**src/rtl/seqwait_pkg.sv**
```systemverilog
package seqwait_pkg;

  typedef enum logic [1:0] {
    ST_IDLE = 2'd0,
    ST_WAIT = 2'd1,
    ST_TERM = 2'd2
  } ctl_state_t;

  typedef enum logic {
    TK_ASYNC = 1'b0,
    TK_SYNC  = 1'b1
  } term_kind_t;

  // Short acknowledge only for a run continuation with zero wait states
  function automatic term_kind_t pick_term(input logic run_hit, input logic ws_zero);
    return (run_hit && ws_zero) ? TK_SYNC : TK_ASYNC;
  endfunction

endpackage

```
**src/rtl/seqwait_run_tracker.sv**
```systemverilog
module seqwait_run_tracker #(
  parameter int ADDR_W = 32,
  parameter int IDLE_W = 4,
  parameter int STRIDE = 4
) (
  input  logic              clk,
  input  logic              rst_n,
  input  logic              in_idle,
  input  logic              cpu_strobe,
  input  logic [ADDR_W-1:0] cpu_addr,
  input  logic              cpu_write,
  input  logic [IDLE_W-1:0] idle_limit,
  input  logic              retire,
  input  logic [ADDR_W-1:0] retire_addr,
  input  logic              retire_write,
  output logic              run_hit
);
  localparam logic [ADDR_W-1:0] STEP = ADDR_W'(STRIDE);

  logic [ADDR_W-1:0] last_addr;
  logic              last_write;
  logic              last_valid;
  logic [IDLE_W-1:0] idle_cnt;

  function automatic logic [ADDR_W-1:0] follow_addr(input logic [ADDR_W-1:0] a);
    return a + STEP;
  endfunction

  always_ff @(posedge clk) begin
    if (!rst_n) begin
      last_addr  <= '0;
      last_write <= 1'b0;
      last_valid <= 1'b0;
      idle_cnt   <= '0;
    end else if (retire) begin
      last_addr  <= retire_addr;
      last_write <= retire_write;
      last_valid <= 1'b1;
      idle_cnt   <= '0;
    end else if (in_idle && !cpu_strobe && idle_cnt != '1) begin
      idle_cnt <= idle_cnt + 1'b1;
    end
  end

  assign run_hit = last_valid
                && (cpu_addr == follow_addr(last_addr))
                && (cpu_write == last_write)
                && (idle_cnt <= idle_limit);

endmodule

```
**src/rtl/seqwait_wait_timer.sv**
```systemverilog
module seqwait_wait_timer #(
  parameter int WS_W = 3
) (
  input  logic            clk,
  input  logic            rst_n,
  input  logic            load,
  input  logic [WS_W-1:0] load_val,
  input  logic            run,
  output logic            expired
);
  logic [WS_W-1:0] remain;

  always_ff @(posedge clk) begin
    if (!rst_n)                   remain <= '0;
    else if (load)                remain <= load_val;
    else if (run && remain != '0) remain <= remain - 1'b1;
  end

  assign expired = (remain == '0);

endmodule

```
**src/rtl/seqwait_memctl.sv**
```systemverilog
module seqwait_memctl #(
  parameter int ADDR_W = 32,
  parameter int WS_W   = 3,
  parameter int IDLE_W = 4
) (
  input  logic              clk,
  input  logic              rst_n,
  input  logic              cpu_strobe,
  input  logic [ADDR_W-1:0] cpu_addr,
  input  logic              cpu_write,
  input  logic [WS_W-1:0]   cfg_first_ws,
  input  logic [WS_W-1:0]   cfg_seq_ws,
  input  logic [IDLE_W-1:0] cfg_idle_limit,
  output logic              term_sync,
  output logic              term_async,
  output logic              mem_en,
  input  logic              mem_ready
);
  import seqwait_pkg::*;

  ctl_state_t        state;
  term_kind_t        kind;
  logic [ADDR_W-1:0] cur_addr;
  logic              cur_write;

  // Named internal events
  logic            start;
  logic            retire;
  logic            run_hit;
  logic            wait_done;
  logic [WS_W-1:0] ws_sel;

  assign start  = (state == ST_IDLE) && cpu_strobe;
  assign retire = (state == ST_TERM) && !cpu_strobe;
  assign ws_sel = run_hit ? cfg_seq_ws : cfg_first_ws;

  seqwait_run_tracker #(.ADDR_W(ADDR_W), .IDLE_W(IDLE_W), .STRIDE(4)) u_track (
    .clk          (clk),
    .rst_n        (rst_n),
    .in_idle      (state == ST_IDLE),
    .cpu_strobe   (cpu_strobe),
    .cpu_addr     (cpu_addr),
    .cpu_write    (cpu_write),
    .idle_limit   (cfg_idle_limit),
    .retire       (retire),
    .retire_addr  (cur_addr),
    .retire_write (cur_write),
    .run_hit      (run_hit)
  );

  seqwait_wait_timer #(.WS_W(WS_W)) u_timer (
    .clk      (clk),
    .rst_n    (rst_n),
    .load     (start),
    .load_val (ws_sel),
    .run      (state == ST_WAIT),
    .expired  (wait_done)
  );

  always_ff @(posedge clk) begin
    if (!rst_n) begin
      state     <= ST_IDLE;
      kind      <= TK_ASYNC;
      cur_addr  <= '0;
      cur_write <= 1'b0;
    end else begin
      unique case (state)
        ST_IDLE: if (start) begin
          state     <= ST_WAIT;
          cur_addr  <= cpu_addr;
          cur_write <= cpu_write;
          kind      <= pick_term(run_hit, cfg_seq_ws == '0);
        end
        ST_WAIT: if (wait_done && mem_ready) state <= ST_TERM;
        ST_TERM: if (!cpu_strobe) state <= ST_IDLE;
        default: state <= ST_IDLE;
      endcase
    end
  end

  assign mem_en     = (state == ST_WAIT);
  assign term_sync  = (state == ST_TERM) && (kind == TK_SYNC);
  assign term_async = (state == ST_TERM) && (kind == TK_ASYNC);

endmodule

```
**config.mk**
```make
export PLATFORM = sky130hd
export DESIGN_NAME = seqwait_memctl
export DESIGN_NICKNAME = d
export VERILOG_FILES = /design/src/rtl/seqwait_pkg.sv /design/src/rtl/seqwait_run_tracker.sv /design/src/rtl/seqwait_wait_timer.sv /design/src/rtl/seqwait_memctl.sv
export SDC_FILE = /design/constraint.sdc
export NUM_CORES = 1
export LEC_CHECK = 0
export ABC_CLOCK_PERIOD_IN_PS = 4700
export BUFFER_PORTS_ARGS = -buffer_cell sky130_fd_sc_hd__buf_2
export CORE_ASPECT_RATIO = 0.5
export CORE_UTILIZATION = 55
export CTS_CLUSTER_DIAMETER = 200
export DETAILED_ROUTE_END_ITERATION = 8
export GPL_TIMING_DRIVEN = 0
export PLACE_DENSITY = 0.74
export SLEW_MARGIN = 15
export SYNTH_ARGS = -nofsm -noshare
export SYNTH_HDL_FRONTEND = slang
export SYNTH_SLANG_ARGS = --single-unit
```
**constraint.sdc**
```tcl
create_clock -name clk -period 4.7 [get_ports clk]
set_input_delay 0.705 -clock clk [delete_from_list [all_inputs] [get_ports clk]]
set_output_delay 0.705 -clock clk [all_outputs]
set_load 0.1 [all_outputs]
```
; ---- Word level (Yosys, flattened, before mapping)
; Cells that the tools add are included.
; Widths: inputs -> output; s select.
[totals]
regBits = 77
input_bits = 47
out_inout_bits = 3
word_cells = 52
[op_classes]
addsub = 3
order_cmp = 1
eq_ne = 8
mux = 8
n_bitwise = 2
n_reduce_logical = 21
[op_table]
columns = operator, count
row1 = $add 32x3->32 const B, 1
row2 = $eq 32x32->1, 1
row3 = $logic_and 1x1->1, 12
row4 = $mux 3, 3
row5 = $logic_not 3->1, 2
row6 = $mux 2, 3
row7 = $ne 2x2->1 const B, 3
row8 = $pmux 2 s3, 1
row9 = $add 4x1->4 const B, 1
row10 = $le 4x4->1, 1
row11 = $ne 4x4->1 const B, 1
row12 = $reduce_and 3->1, 1
row13 = $reduce_bool 3->1, 1
row14 = $sub 3x1->3 const B, 1
row15 = $eq 2x1->1 const B, 1
row16 = $eq 2x2->1 const B, 1
row17 = $logic_not 2->1, 1
row18 = $not 1->1, 2
row19 = $reduce_and 2->1, 1
row20 = $reduce_bool 2->1, 1
row21 = $reduce_or 2->1, 1
row22 = $eq 1x1->1, 1
row23 = $logic_not 1->1, 1
row24 = $mux 1, 1

; ---- Depth between registers and ports, before layout
; Gate-level depths: netlist (run 1).
[depth]
depth_word = 7
ltp_mapped = 11
depth_no_buf = 10

; ---- By module
; A second synthesis (run 1) with hierarchy kept.
[hier_totals]
cells_unflattened = 497
hier_area_um2 = 4277.9
[modules_own_cells]
columns = module, instances, cells_per_inst, area_each_um2, seq_area_each_um2
row1 = seqwait_run_tracker, 1, 304, 2665.1, 760.7
row2 = seqwait_memctl, 1, 172, 1427.6, 720.7
row3 = seqwait_wait_timer, 1, 21, 185.2, 60.1

; ---- Least setup slack after synthesis (run 1)
; No wires, ideal clock.
[synth_path]
kind = reg-to-reg
startpoint = register u_track.last_addr[2]
endpoint = register u_timer.remain[2]
t_arrival_ns = 3.401
slack_ns = 1.225
path_stages_with_launch = 12
n_path_buf = 2
cell_sequence = dfxtp_1 > ha_1 > nand3_1 > or4_1 > buf_2 > or3_1 > a2111oi_2 > nand4b_1 > or4b_1 > buf_2 > or4_1 > a31oi_1
[synth_between]
elab_chain_len = 7
[synth_rtl]
columns = item, line_no
row1 = "start, declared", seqwait_run_tracker.sv:20  ; logic [ADDR_W-1:0] last_addr;
row2 = "start signal, assigned", seqwait_run_tracker.sv:36  ; last_addr <= retire_addr;
row3 = $add 32x3->32, seqwait_run_tracker.sv:26  ; return a + STEP;
row4 = $eq 32x32->1, seqwait_run_tracker.sv:46  ; && (cpu_addr == follow_addr(last_addr))
row5 = $logic_and 1x1->1, seqwait_run_tracker.sv:46
row6 = $logic_and 1x1->1, seqwait_run_tracker.sv:47  ; && (cpu_write == last_write)
row7 = $logic_and 1x1->1, seqwait_run_tracker.sv:48  ; && (idle_cnt <= idle_limit);
row8 = $mux 3, seqwait_memctl.sv:35  ; assign ws_sel = run_hit ? cfg_seq_ws : cfg_first_ws;
row9 = $mux 3, seqwait_wait_timer.sv:15  ; else if (load) remain <= load_val;
row10 = "end signal, assigned", seqwait_wait_timer.sv:15
row11 = "end signal, assigned", seqwait_wait_timer.sv:16  ; else if (run && remain != '0) remain <= remain - 1'b1;
row12 = "end, declared", seqwait_wait_timer.sv:11  ; logic [WS_W-1:0] remain;
; No other way between the ends.
; A chain may end at the register's enable or synchronous reset.

; ---- Worst setup path in the final report (run 1)
; Same ends and word-level chain as after synthesis.

==> flow_metrics.env, run 1 <==
export IMPL_worstSetupStartpointType="register"
export IMPL_synthCells=543
export IMPL_grt_pass1_wl_mm=16.50
export IMPL_power_leakage_uw=0.001737
export IMPL_wirelength_mm=9.655
export IMPL_ys_ff_latch=77
export IMPL_avgSynthCellArea_um2=7.798
export IMPL_io_buffers=48
export IMPL_worst_hold_path_endpoint="u_track.last_addr[20]"
export IMPL_yosysSeqAreaShare_pct=36.41
export IMPL_wl_per_cell_um=13.73
export IMPL_power_density_nw_per_um2=314.0
export IMPL_min_delay_start="cur_addr[20]"
export IMPL_root_buffer="clkbuf_16"
export IMPL_rsz0062_at_grt="false"
export IMPL_firstDrtPassIters=5
export IMPL_synth_warnings=0
export IMPL_tightest_slew_ns=0.5572
export IMPL_critPathRequiredTime_ns=4.97
export IMPL_synthTopCellsByArea="dfxtp_1 36%, nand2_1 14%, a21boi_0 12%"
export IMPL_drv_slew=0
export IMPL_maxSlewHeadroom_pct=62.51
export IMPL_r2r_end="u_timer.remain[2]"
export IMPL_clk_path_buf_depth=2
export IMPL_max_freq_ghz=0.2539
export IMPL_status="completed"
export IMPL_core_um2=7377
export IMPL_chipHeight_um=64.04
export IMPL_synth_distinct_cells=56
export IMPL_path_class="reg2reg"
export IMPL_crit_start="u_track.last_addr[2]"
export IMPL_clock_latency_ns=0.34
export IMPL_fp_row_count=22
export IMPL_grt_pass1_vias=3530
export IMPL_diodes=0
export IMPL_dieArea_um2=8074
export IMPL_cts_setup_buffers=0
export IMPL_cts_tree="done"
export IMPL_fp_dieW_um=126.1
export IMPL_cts_sinks=77
export IMPL_path_clk_slew_ns=0.06
export IMPL_h_tree_depth=3
export IMPL_place_congestion=0.8858
export IMPL_synth_top_cell_area_share_pct=36.41
export IMPL_critPathMaxFanout=10
export IMPL_r2r_cells=11
export IMPL_netlist_area_um2=4234
export IMPL_hold_viol=0
export IMPL_final_cell_mix="157 x nand2_1, 77 x dfxtp_1, 68 x a21boi_0"
export IMPL_grt_max_degree=13
export IMPL_area_growth_pct=15.10
export IMPL_layout_commonest_cell="nand2_1"
export IMPL_synth_area_leader_cell="dfxtp_1"
export IMPL_cts_made_buffers=9
export IMPL_start_util_pct=57.39
export IMPL_setup_violations=0
export IMPL_period_share_pct=83.79
export IMPL_antenna_found_initial=0
export IMPL_peakVddDrop_mv=0.1913
export IMPL_syn_nets=598
export IMPL_layout_drive_gt1_share_pct=12.03
export IMPL_cap_violations=0
export IMPL_grt_overflow=0
export IMPL_skew_ns=0.006519
export IMPL_r2r_start="u_track.last_addr[2]"
export IMPL_ctsHoldBuffers=0
export IMPL_fin_crit_ns=3.938
export IMPL_remaining_drc_errors=0
export IMPL_dpl_hpwl_mm=7.206
export IMPL_cp_arrival_ns=4.21
export IMPL_drt_iter0_drc=256
export IMPL_r2r_slack_ns=0.76
export IMPL_routed_via_density=5.526
export IMPL_io_pins=50
export IMPL_tns_ns=0
export IMPL_hp_class="reg2reg"
export IMPL_vias=3885
export IMPL_hold_slack_ns=0.4610
export IMPL_hold_depth=2
export IMPL_cts_resized=0
export IMPL_synth_flop_cell="dfxtp_1"
export IMPL_async_reset_ff_share_pct=0
export IMPL_synth_edf_count=0
export IMPL_fillCellCount=655
export IMPL_grtUsageTotal_pct=26.25
export IMPL_nets=657
export IMPL_endpoint_kind="register"
export IMPL_postRouteAntennaNets=0
[metal layers]
| layer | GRT usage [%] | wire [µm] | vias to the layer above | part of all wire (%) |
|---|---|---|---|---|
| met2 | 43.16 | 4387 | 78 | 45 |
| met3 | 6.449 | 467 | 8 | 4.8 |
| met5 | 0 | 0 | - | 0 |
| li1 | - | - | 1992 | - |
| met4 | 7.982 | 68 | 0 | 0.70 |
| met1 | 34.22 | 4731 | 1807 | 49 |
[through the flow]
step                      area (µm²)  std cells  setup WS (ns)  util, %  total power [µW]
after floorplan                 4234        543          1.225        -             830.9
after global placement          4594        687         0.7465    62.28             891.0
after detailed placement        4594        687         0.7930    62.28             896.1
after CTS                       4873        703         0.7510    66.06              1541
after global routing            4873        703         0.4790    66.06              1596
final                           4873        703         0.7619    66.06              1530
[sequential cells by signal, summed over array words and instances, names as in the netlist]
register,flops
cur_addr,32
u_track.last_valid,1
u_track.last_addr,32
state,2
u_timer.remain,3
kind,1
u_track.last_write,1
u_track.idle_cnt,4
cur_write,1
[final cells by class]
cell class / instances / area (µm²) / area share, %
sequential: 77 / 1541 / 31.63
clock buffer: 12 / 256.5 / 5.263
inverter: 16 / 60.06 / 1.232
buffer: 27 / 103.9 / 2.131
tap: 96 / 120.1 / 2.465
multi-input combinational: 423 / 2529 / 51.89
timing repair buffer: 48 / 240.2 / 4.929
clock inverter: 4 / 22.52 / 0.4621
[logic make-up (layout without fill, tap and decap cells)]
logic type      count (synthesis)  in the layout  share of synthesized area (%)
xor+xnor                       36             36                          7.447
mux                             2              2                         0.5024
buf+inv                        43            107                          3.871
compound gates                125            125                          21.48
flops                          77             77                          36.41
simple gates                  252            252                          27.93
fa+ha+maj                       8              8                          2.364
[cells in the mapped netlist (2+ instances only)]
cell and number:
nand2_1 157, dfxtp_1 77, a21boi_0 68, xnor2_1 26, clkbuf_1 25, inv_1 16
nor2_1 14, nand3_1 13, a21oi_1 12, o21ai_0 11, xor2_1 10, or4_1 9
ha_1 8, nor3_1 8, nand4_1 7, nor2b_1 7, nor4_1 7, and2_1 4
o31ai_1 4, or3_1 4, a31oi_1 3, and3_1 3, nand2b_1 3, nand3b_1 3
o211ai_1 3, o21a_1 3, o41a_1 3, a211o_1 2, a211oi_1 2, buf_2 2
nand4b_1 2, o22ai_1 2, or3b_2 2
[where the power goes]
group / switching (µW) / total, µW / internal (µW)
registers: 16.5 / 698 / 681
clock network: 265 / 648 / 383
logic: 111 / 185 / 74.1
total: 392 / 1530 / 1140
[worst max-delay path by stage]
stage	to	cells after the start	slack, ns
after floorplan	u_timer.remain[2]	11	1.22
after global placement	u_timer.remain[2]	11	0.75
after detailed placement	u_timer.remain[2]	11	0.79
after CTS	u_timer.remain[2]	11	0.75
after global routing	u_timer.remain[2]	11	0.48
final	u_timer.remain[2]	11	0.76
[worst max-delay path: stages, from the launching register on]
cell	delay (ns)
dfxtp_1	0.42
ha_1	0.22
nand3_1	0.27
or4_1	0.48
buf_2	0.19
or3_1	0.40
a2111oi_2	0.37
nand4b_1	0.19
or4b_1	0.54
buf_2	0.17
or4_1	0.46
a31oi_1	0.16
Power figures use the tool's default switching activity.
==> inputs of run 2 (changes only) <==
--- a/config.mk
+++ b/config.mk
@@ -5,7 +5,7 @@
 export SDC_FILE = /design/constraint.sdc
 export NUM_CORES = 1
 export LEC_CHECK = 0
-export ABC_CLOCK_PERIOD_IN_PS = 4700
+export ABC_CLOCK_PERIOD_IN_PS = 3880
 export BUFFER_PORTS_ARGS = -buffer_cell sky130_fd_sc_hd__buf_2
 export CORE_ASPECT_RATIO = 0.5
 export CORE_UTILIZATION = 55
==> constraint.sdc (replaced) <==
create_clock -name clk -period 3.88 [get_ports clk]
set_input_delay 0.582 -clock clk [delete_from_list [all_inputs] [get_ports clk]]
set_output_delay 0.582 -clock clk [all_outputs]
set_load 0.1 [all_outputs]
==> run 2 against run 1 <==
Sequential cell count unchanged. Cell count is 0.14% higher. Global-route usage increased by 0.056 points. Sequential power grew 21%. Via count shrank 0.59%. Critical path depth unchanged. Sequential share of layout area shrank 0.17 points. Core utilization is 0.63 points higher. Power increased by 21%. Routed wire length rose by 0.77%. Highest routed layer unchanged.
==> flow_metrics.env, run 2 (synthesized netlist as in run 1, its figures left out) <==
export IMPL_cts_made_buffers=9
export IMPL_clk_path_buf_depth=2
export IMPL_start_util_pct=57.39
export IMPL_fin_crit_ns=3.752
export IMPL_tightest_slew_ns=0.5871
export IMPL_drt_iter0_drc=252
export IMPL_dpl_hpwl_mm=7.206
export IMPL_place_ws_ns=-0.02696
export IMPL_wl_per_cell_um=13.82
export IMPL_antenna_found_initial=0
export IMPL_grt_max_degree=13
export IMPL_power_density_nw_per_um2=377.1
export IMPL_place_congestion=0.8858
export IMPL_postLayoutCoreUtil_pct=66.69
export IMPL_power_leakage_uw=0.001743
export IMPL_cts_tree="done"
export IMPL_period_share_pct=96.70
export IMPL_cp_arrival_ns=4.02
export IMPL_fp_row_count=22
export IMPL_fp_dieW_um=126.1
export IMPL_endpoint_kind="register"
export IMPL_critPathRequiredTime_ns=4.15
export IMPL_skew_ns=0.004571
export IMPL_r2r_end="u_timer.remain[2]"
export IMPL_finalPower_uw=1855
export IMPL_cts_sinks=77
export IMPL_root_buffer="clkbuf_16"
export IMPL_routed_via_density=5.486
export IMPL_r2r_cells=11
export IMPL_firstDrtPassIters=4
export IMPL_postRouteAntennaNets=0
export IMPL_drv_slew=0
export IMPL_clock_latency_ns=0.34
export IMPL_max_freq_ghz=0.2665
export IMPL_layout_drive_gt1_share_pct=13.49
export IMPL_top_regs="cur_addr (32), u_track.last_addr (32), u_track.idle_cnt (4)"
export IMPL_dpl_cell_area_um2=4594
export IMPL_dieArea_um2=8074
export IMPL_final_cell_mix="157 x nand2_1, 72 x dfxtp_1, 68 x a21boi_0"
export IMPL_vias=3862
export IMPL_area_growth_pct=16.19
export IMPL_hold_viol=0
export IMPL_fin_area_um2=4920
export IMPL_r2r_start="u_track.last_addr[3]"
export IMPL_layout_commonest_cell="nand2_1"
export IMPL_path_class="reg2reg"
export IMPL_maxSlewHeadroom_pct=60.50
export IMPL_grt_pass1_vias=3536
export IMPL_grtUsageTotal_pct=26.30
export IMPL_worst_hold_path_endpoint="u_track.last_addr[20]"
export IMPL_diodes=0
export IMPL_path_clk_slew_ns=0.06
export IMPL_status="completed"
export IMPL_io_pins=50
export IMPL_hp_class="reg2reg"
export IMPL_wirelength_mm=9.729
export IMPL_nets=658
export IMPL_critPathMaxFanout=10
export IMPL_grt_pass1_wl_mm=16.53
export IMPL_peakVddDrop_mv=0.2313
export IMPL_r2r_slack_ns=0.13
export IMPL_chipHeight_um=64.04
export IMPL_h_tree_depth=3
export IMPL_core_um2=7377
export IMPL_io_buffers=48
export IMPL_remaining_drc_errors=0
export IMPL_hold_slack_ns=0.4607
export IMPL_ctsHoldBuffers=0
export IMPL_min_delay_start="cur_addr[20]"
export IMPL_cap_violations=0
export IMPL_hold_depth=2
export IMPL_setup_violations=0
export IMPL_grt_overflow=0
export IMPL_layout_setup_ws_ns=0.1279
export IMPL_worstSetupStartpointType="register"
[run 2: worst max-delay path, cell delays in order (launching register included)]
cell and delay (ns):
dfxtp_1 0.38, ha_2 0.24, nand3_4 0.13, or4_1 0.42, buf_2 0.20, or3_4 0.41, a2111oi_4 0.37, nand4b_1 0.19
or4b_1 0.54, buf_2 0.17, or4_1 0.46, a31oi_1 0.16
[run 2: timing repair]
action,CTS,global route
resized for setup,1,9
buffers inserted,0,1
cloned,0,0
endpoints found under the hold margin,0,0
pin swaps,0,2
endpoints found under the setup margin,1,4
[run 2: per-layer routing]
metal  track usage (%)  share of wire [%]
met1             34.32                 49
met2             43.23                 45
met3             6.449                4.2
met4             7.982                1.0
met5                 0                  0
[run 2: worst max-delay path by stage]
stage,from,to,slack (ns)
after CTS,u_track.last_addr[2],u_timer.remain[2],0.04
final,u_track.last_addr[3],u_timer.remain[2],0.13
after floorplan,u_track.last_addr[2],u_timer.remain[2],0.40
after global placement,u_track.last_addr[2],u_timer.remain[2],-0.07
after global routing,u_track.last_addr[3],u_timer.remain[2],-0.004
after detailed placement,u_track.last_addr[2],u_timer.remain[2],-0.03
[run 2: through the flow]
step | std cells | TNS (ns)
2_1_floorplan | 543 | 0
3_3_place_gp | 687 | -0.07346
3_5_place_dp | 687 | -0.02696
4_1_cts | 703 | 0
5_1_grt | 704 | -0.004229
6_report | 704 | 0
[run 2: area by class of cell]
cell class              instances  area (µm²)
inverters                      16       60.06
repair buffers                 49       247.7
clock inverters                 4       22.52
clock buffers                  12       256.5
fillers                       645        2457
flip-flops and latches         77        1548
plain buffers                  27       103.9
well taps                      96       120.1
multi-input cells             423        2561
[run 2: power breakdown]
part	switching (µW)	leakage [µW]	total, µW	internal, µW
registers	20.0	0.000629	845	825
clock network	321	0.000138	785	464
logic	135	0.000976	225	90.0
